--- src/rtl/prbs7_pkg.sv ---
package prbs7_pkg;
  localparam int unsigned PRBS_WIDTH = 7;
  localparam int unsigned PRBS_TAP_A = 6;  // 1-based stage numbers
  localparam int unsigned PRBS_TAP_B = 7;
  localparam int unsigned PRBS_PERIOD = (1 << PRBS_WIDTH) - 1;
endpackage

--- src/rtl/prbs7_feedback.sv ---
module prbs7_feedback #(
  parameter int unsigned WIDTH = prbs7_pkg::PRBS_WIDTH,
  parameter int unsigned TAP_A = prbs7_pkg::PRBS_TAP_A,
  parameter int unsigned TAP_B = prbs7_pkg::PRBS_TAP_B
) (
  input  logic [WIDTH-1:0] state_i,
  output logic             fb_o,
  output logic             lock_o
);
  // equality feedback: all-zero state is legal, all-ones is the stuck state
  assign fb_o   = ~(state_i[TAP_A-1] ^ state_i[TAP_B-1]);
  assign lock_o = &state_i;
endmodule

--- src/rtl/prbs7_shift_reg.sv ---
module prbs7_shift_reg #(
  parameter int unsigned     WIDTH     = prbs7_pkg::PRBS_WIDTH,
  parameter logic [WIDTH-1:0] RST_STATE = '0
) (
  input  logic             clk_i,
  input  logic             rst_ni,
  input  logic             clear_i,
  input  logic             en_i,
  input  logic             fb_i,
  input  logic             lock_i,
  output logic [WIDTH-1:0] q_o
);
  logic [WIDTH-1:0] q_q, q_d;

  always_comb begin
    q_d = q_q;
    if (clear_i)     q_d = '0;
    else if (en_i)   q_d = lock_i ? '0 : {q_q[WIDTH-2:0], fb_i};
  end

  always_ff @(posedge clk_i or negedge rst_ni) begin
    if (!rst_ni) q_q <= RST_STATE;
    else         q_q <= q_d;
  end

  assign q_o = q_q;

  assert_clear_zero_R2: assert property (@(posedge clk_i) disable iff (!rst_ni)
    clear_i |=> (q_o == '0));
  assert_hold_R4: assert property (@(posedge clk_i) disable iff (!rst_ni)
    (!clear_i && !en_i) |=> $stable(q_o));
  assert_lock_escape_R8: assert property (@(posedge clk_i) disable iff (!rst_ni)
    (!clear_i && en_i && lock_i) |=> (q_o == '0));
endmodule

--- src/rtl/prbs7_gen.sv ---
module prbs7_gen #(
  parameter int unsigned      WIDTH     = prbs7_pkg::PRBS_WIDTH,
  parameter int unsigned      TAP_A     = prbs7_pkg::PRBS_TAP_A,
  parameter int unsigned      TAP_B     = prbs7_pkg::PRBS_TAP_B,
  parameter logic [WIDTH-1:0] RST_STATE = '0
) (
  input  logic             clk_i,
  input  logic             rst_ni,
  input  logic             clear_i,
  input  logic             shift_en_i,
  output logic             serial_o,
  output logic [WIDTH-1:0] state_o
);
  logic fb, lock;

  prbs7_feedback #(.WIDTH(WIDTH), .TAP_A(TAP_A), .TAP_B(TAP_B)) u_fb (
    .state_i(state_o), .fb_o(fb), .lock_o(lock)
  );

  prbs7_shift_reg #(.WIDTH(WIDTH), .RST_STATE(RST_STATE)) u_reg (
    .clk_i(clk_i), .rst_ni(rst_ni), .clear_i(clear_i), .en_i(shift_en_i),
    .fb_i(fb), .lock_i(lock), .q_o(state_o)
  );

  assign serial_o = state_o[WIDTH-1];

  assert_shift_step_R3: assert property (@(posedge clk_i) disable iff (!rst_ni)
    (shift_en_i && !clear_i && !(&state_o)) |=>
      (state_o == {$past(state_o[WIDTH-2:0]),
                   ~($past(state_o[TAP_A-1]) ^ $past(state_o[TAP_B-1]))}));
  assert_lock_escape_R8: assert property (@(posedge clk_i) disable iff (!rst_ni)
    (shift_en_i && !clear_i && (&state_o)) |=> (state_o == '0));
endmodule

--- config.mk ---
export PLATFORM = sky130hd
export DESIGN_NAME = prbs7_gen
export DESIGN_NICKNAME = d
export VERILOG_FILES = /design/src/rtl/prbs7_pkg.sv /design/src/rtl/prbs7_feedback.sv /design/src/rtl/prbs7_shift_reg.sv /design/src/rtl/prbs7_gen.sv
export SDC_FILE = /design/constraint.sdc
export NUM_CORES = 1
export LEC_CHECK = 0
export ABC_AREA = 1
export BUFFER_PORTS_ARGS = -buffer_cell sky130_fd_sc_hd__buf_2
export CAP_MARGIN = 20
export CELL_PAD_IN_SITES_DETAIL_PLACEMENT = 0
export CELL_PAD_IN_SITES_GLOBAL_PLACEMENT = 2
export CORE_MARGIN = 4
export CORE_UTILIZATION = 25
export DETAILED_ROUTE_END_ITERATION = 7
export PLACE_DENSITY_LB_ADDON = 0.15
export SYNTH_ARGS = -nofsm -noshare
export SYNTH_HDL_FRONTEND = slang
export SYNTH_HIERARCHICAL = 1
export SYNTH_SLANG_ARGS = --single-unit
--- constraint.sdc ---
create_clock -name clk_i -period 2 [get_ports clk_i]
set_input_delay 0.2 -clock clk_i [delete_from_list [all_inputs] [get_ports clk_i]]
set_output_delay 0.2 -clock clk_i [all_outputs]
set_load 0.005 [all_outputs]
==> out/summary.log <==
[run_status] result of the run finished clean
[yosys] fraction of synthesized cell area taken by the top area cell type 52.6%
[critical_path] cell class contributing the biggest share of worst-path delay simple AND/OR/NAND/NOR gates
[clock_tree] largest buffer count on any clock path 2
[power] share of power burned in the clock network 42.3%
[final_layout] number of fill cells 135
[timing] minimum period implied by the final worst setup slack 1120 ps
[final_layout] number of flip-flops under the largest register name 7
[detailed_routing] number of violations reported at the end of detailed-routing iteration 0 10
[detailed_routing] vias after detailed routing 312
[power] total power draw 296 µW
[final_layout] Layout Area Growth over Synthesis 27.1%
[clock_tree] hold buffer count at cts 1
[critical_path] most frequent cell on the critical path nand2_1
[clock_tree] post-cts sizing count 0
[yosys] cell area after synthesis 333 µm²
[power] leak pwr 0.253 nW
[detailed_routing] number of nets with antenna violations after detailed routing 0
[yosys] Compound-Gate Fraction of Synth Area 0%
[yosys] Yosys top cell by area dfrtp_1
[yosys] portion of netlist area occupied by mux cells 0%
[detailed_routing] detailed-route wire length 756 µm
[critical_path] count of buffer and inverter cells on the critical path 1
[critical_path] cells along the critical path nand2_1 -> inv_1 -> nand2_1 -> nor2_2 -> nor2_2 -> nand3_1 -> nand2_1
[global_route] met1 usage in global routing 11.7%
[timing] fin crit share 56.2%
[final_layout] sequential cell area in the final layout 175 µm²
[yosys] cell count after synthesis 40
[final_layout] count of antenna diodes in the layout 0
[timing] Final setup viols 0
[clock_tree] Num Clock Sinks 7
[critical_path] slowest cell delay on critical path 420 ps
[yosys] warnings from Yosys 6
[placed_design] total of buffers placed on input and output ports 11
[die] core footprint 1190 µm²
[yosys] Netlist cell types 8
[global_route] layer with the highest usage met2
[power] part of the total power dissipated in combinational logic 7.4%
[timing] number of pins exceeding their max-slew limit in the final report 0
[worst_hold_path] HP Class input pin to flop
[yosys] fraction of the mapped netlist area in simple logic gates 36.8%
[yosys] Seq/Total Area, Yosys 52.6%
[timing] final hold viol count 0
[yosys] main combinational cell family by area after synthesis simple AND/OR/NAND/NOR gates
[yosys] adder and majority cell fraction of the synthesized area 0%
[critical_path] CP max stage cell dfrtp_1
[placed_design] weighted congestion at the end of routability-driven global placement 0.756
[detailed_routing] final routed DRC violation total 0
[yosys] mean instance size in the synthesized netlist 8.32 µm²
[clock_tree] TritonCTS buffer count 3
[yosys] post-synth net total 44
[yosys] leading post-synthesis cells by cell area dfrtp_1 (53%), nand2_1 (19%), nand3_1 (12%)
[global_route] maximum number of pins on one net before global-route repair 9
[clock_tree] clock-pin slew on the worst setup and hold paths 50 ps
[detailed_routing] via/cell ratio 4.59
[run] Max-Cap Viols 0
[critical_path] highest net fanout along the worst path 7
[clock_tree] CTS Root Buffer Type clkbuf_4
[power] Power Internal 230 µW
[timing] RSZ-0062 raised after global routing no
[detailed_routing] total iterations of the first detailed-routing run 4
[global_route] M2 GR Usage 12.3%
[die] initial cell density of the core 28.1%
[timing] worst-margin pin slew 284 ps
[clock_tree] total number of H-tree levels 1
[clock_tree] insertion delay of the later-clocked pin in the worst-skew pair 250 ps
[die] DIE AREA 1980 µm²
[final_layout] Multi-input gate area 131 µm²
[timing] headroom to the max-slew limit 81.0%
[detailed_routing] average wire length per cell after detail routing 11.1 µm
[clock_tree] Post CTS Setup Buffer Count 0
[global_route] GR Util met3 4.88%
[die] vertical extent of the die 44.5 µm
[global_route] vias in the first global route 298
[placed_design] DP Wirelength 563 µm
[power] net switching component of the power 66.5 µW
[critical_path] startpoint type of the worst setup path flop
[final_layout] layout net count 59
[critical_path] Setup Crit Path Kind flop to flop
[yosys] fraction of synthesized cell area in xor and xnor cells 2.63%
[timing] worst clock skew 5.21 ps
[critical_path] Worst setup EP type flop
[die] top-level I/O count 12
[clock_tree] TritonCTS clock tree done
[global_route] GRT Total Usage 9.29%
[die] Die X-Extent 44.5 µm
[timing] total negative slack for setup checks 0 ps
[power] switching power as a share of total power 22.5%
[global_route] remaining global-route overflow 0
[die] num rows 12
[global_route] initial antenna violation count 0
[timing] Max Fclk 889 MHz
[power] part of the total power dissipated in sequential elements 50.2%
[power] power density over cell area 700 nW/µm²
[yosys] Synth Register Bits 7
[power] IR drop worst, VDD 201 µV
[final_layout] fraction of final layout cells with drive strength greater than 1 31.5%
[global_route] global-route wire length before repair 1340 µm
[critical_path] required time of the critical path 2190 ps
[critical_path] Worst EP arrival 1310 ps
[cell usage after synthesis]
| cell | instances |
|---|---|
| buf_4 | 1 |
| buf_6 | 1 |
| dfrtp_1 | 7 |
| inv_1 | 2 |
| nand2_1 | 17 |
| nand3_1 | 8 |
| nor2_2 | 3 |
| xnor2_1 | 1 |
[placed cells by master, fill, tap and decap left out]
master,n
buf_2,11
clkbuf_1,1
clkbuf_4,3
dfrtp_1,7
dlygate4sd3_1,1
inv_1,2
nand2_1,17
nand3_1,8
nor2_2,3
xnor2_1,1
[through the flow]
| stage | utilization, % | hold slack [ps] | worst slack (ps) | std cells | instance area [µm²] |
|---|---|---|---|---|---|
| floorplan | - | -95.6 | 1010 | 40 | 333 |
| global placement | 32.6 | 40.3 | 886 | 63 | 387 |
| detailed placement | 32.6 | 46.4 | 887 | 63 | 387 |
| CTS | 35.7 | 271 | 875 | 68 | 423 |
| global route | 35.7 | 294 | 742 | 68 | 423 |
| finish | 35.7 | 275 | 875 | 68 | 423 |
[final cells by class]
type | count | share of cell area (%)
clock buffers | 4 | 6.21
inverters | 2 | 1.78
multi-input cells | 29 | 31.1
flip-flops and latches | 7 | 41.4
well taps | 14 | 4.14
repair buffers | 12 | 15.4
[layer usage]
layer / vias to the layer above / share of wire (%)
li1: 153 / -
met1: 141 / 45
met2: 18 / 42
met3: 0 / 12
met4: 0 / 0
met5: - / 0
[kinds of logic after synthesis]
kind of cell / count (synthesis)
DFF: 7
buffers and inverters: 4
xor gates and xnor gates: 1
and+or+nand+nor: 28
[worst register-to-register path: stages, from the launching register on]
cell	delay, ps
dfrtp_1	420
nand2_1	80
inv_1	40
nand2_1	60
nor2_2	40
nor2_2	230
nand3_1	120
nand2_1	70
[final timing paths]
check                                    startpoint  depth (start not counted)  slack [ps]                       end
setup reg to reg           u_reg/q_o[6]$_DFFE_PN0P_                          7         880  u_reg/q_o[0]$_DFFE_PN0P_
setup / recovery           u_reg/q_o[6]$_DFFE_PN0P_                          7         880  u_reg/q_o[0]$_DFFE_PN0P_
max in group asynchronous                    rst_ni                          2        1520  u_reg/q_o[4]$_DFFE_PN0P_
hold / removal                           shift_en_i                          3         280  u_reg/q_o[5]$_DFFE_PN0P_
min in group asynchronous                    rst_ni                          2         320  u_reg/q_o[6]$_DFFE_PN0P_
hold reg to reg            u_reg/q_o[2]$_DFFE_PN0P_                          2         530  u_reg/q_o[2]$_DFFE_PN0P_
[power groups by stage]
stage / logic [mW] / registers (mW) / clock network, mW
2_1_floorplan: 0.0106 / 0.151 / 0
3_5_place_dp: 0.0209 / 0.151 / 0
5_1_grt: 0.0256 / 0.149 / 0.139
4_1_cts: 0.0225 / 0.149 / 0.132
6_report: 0.0220 / 0.149 / 0.125
3_3_place_gp: 0.0207 / 0.151 / 0
Power figures use the tool's default switching activity.
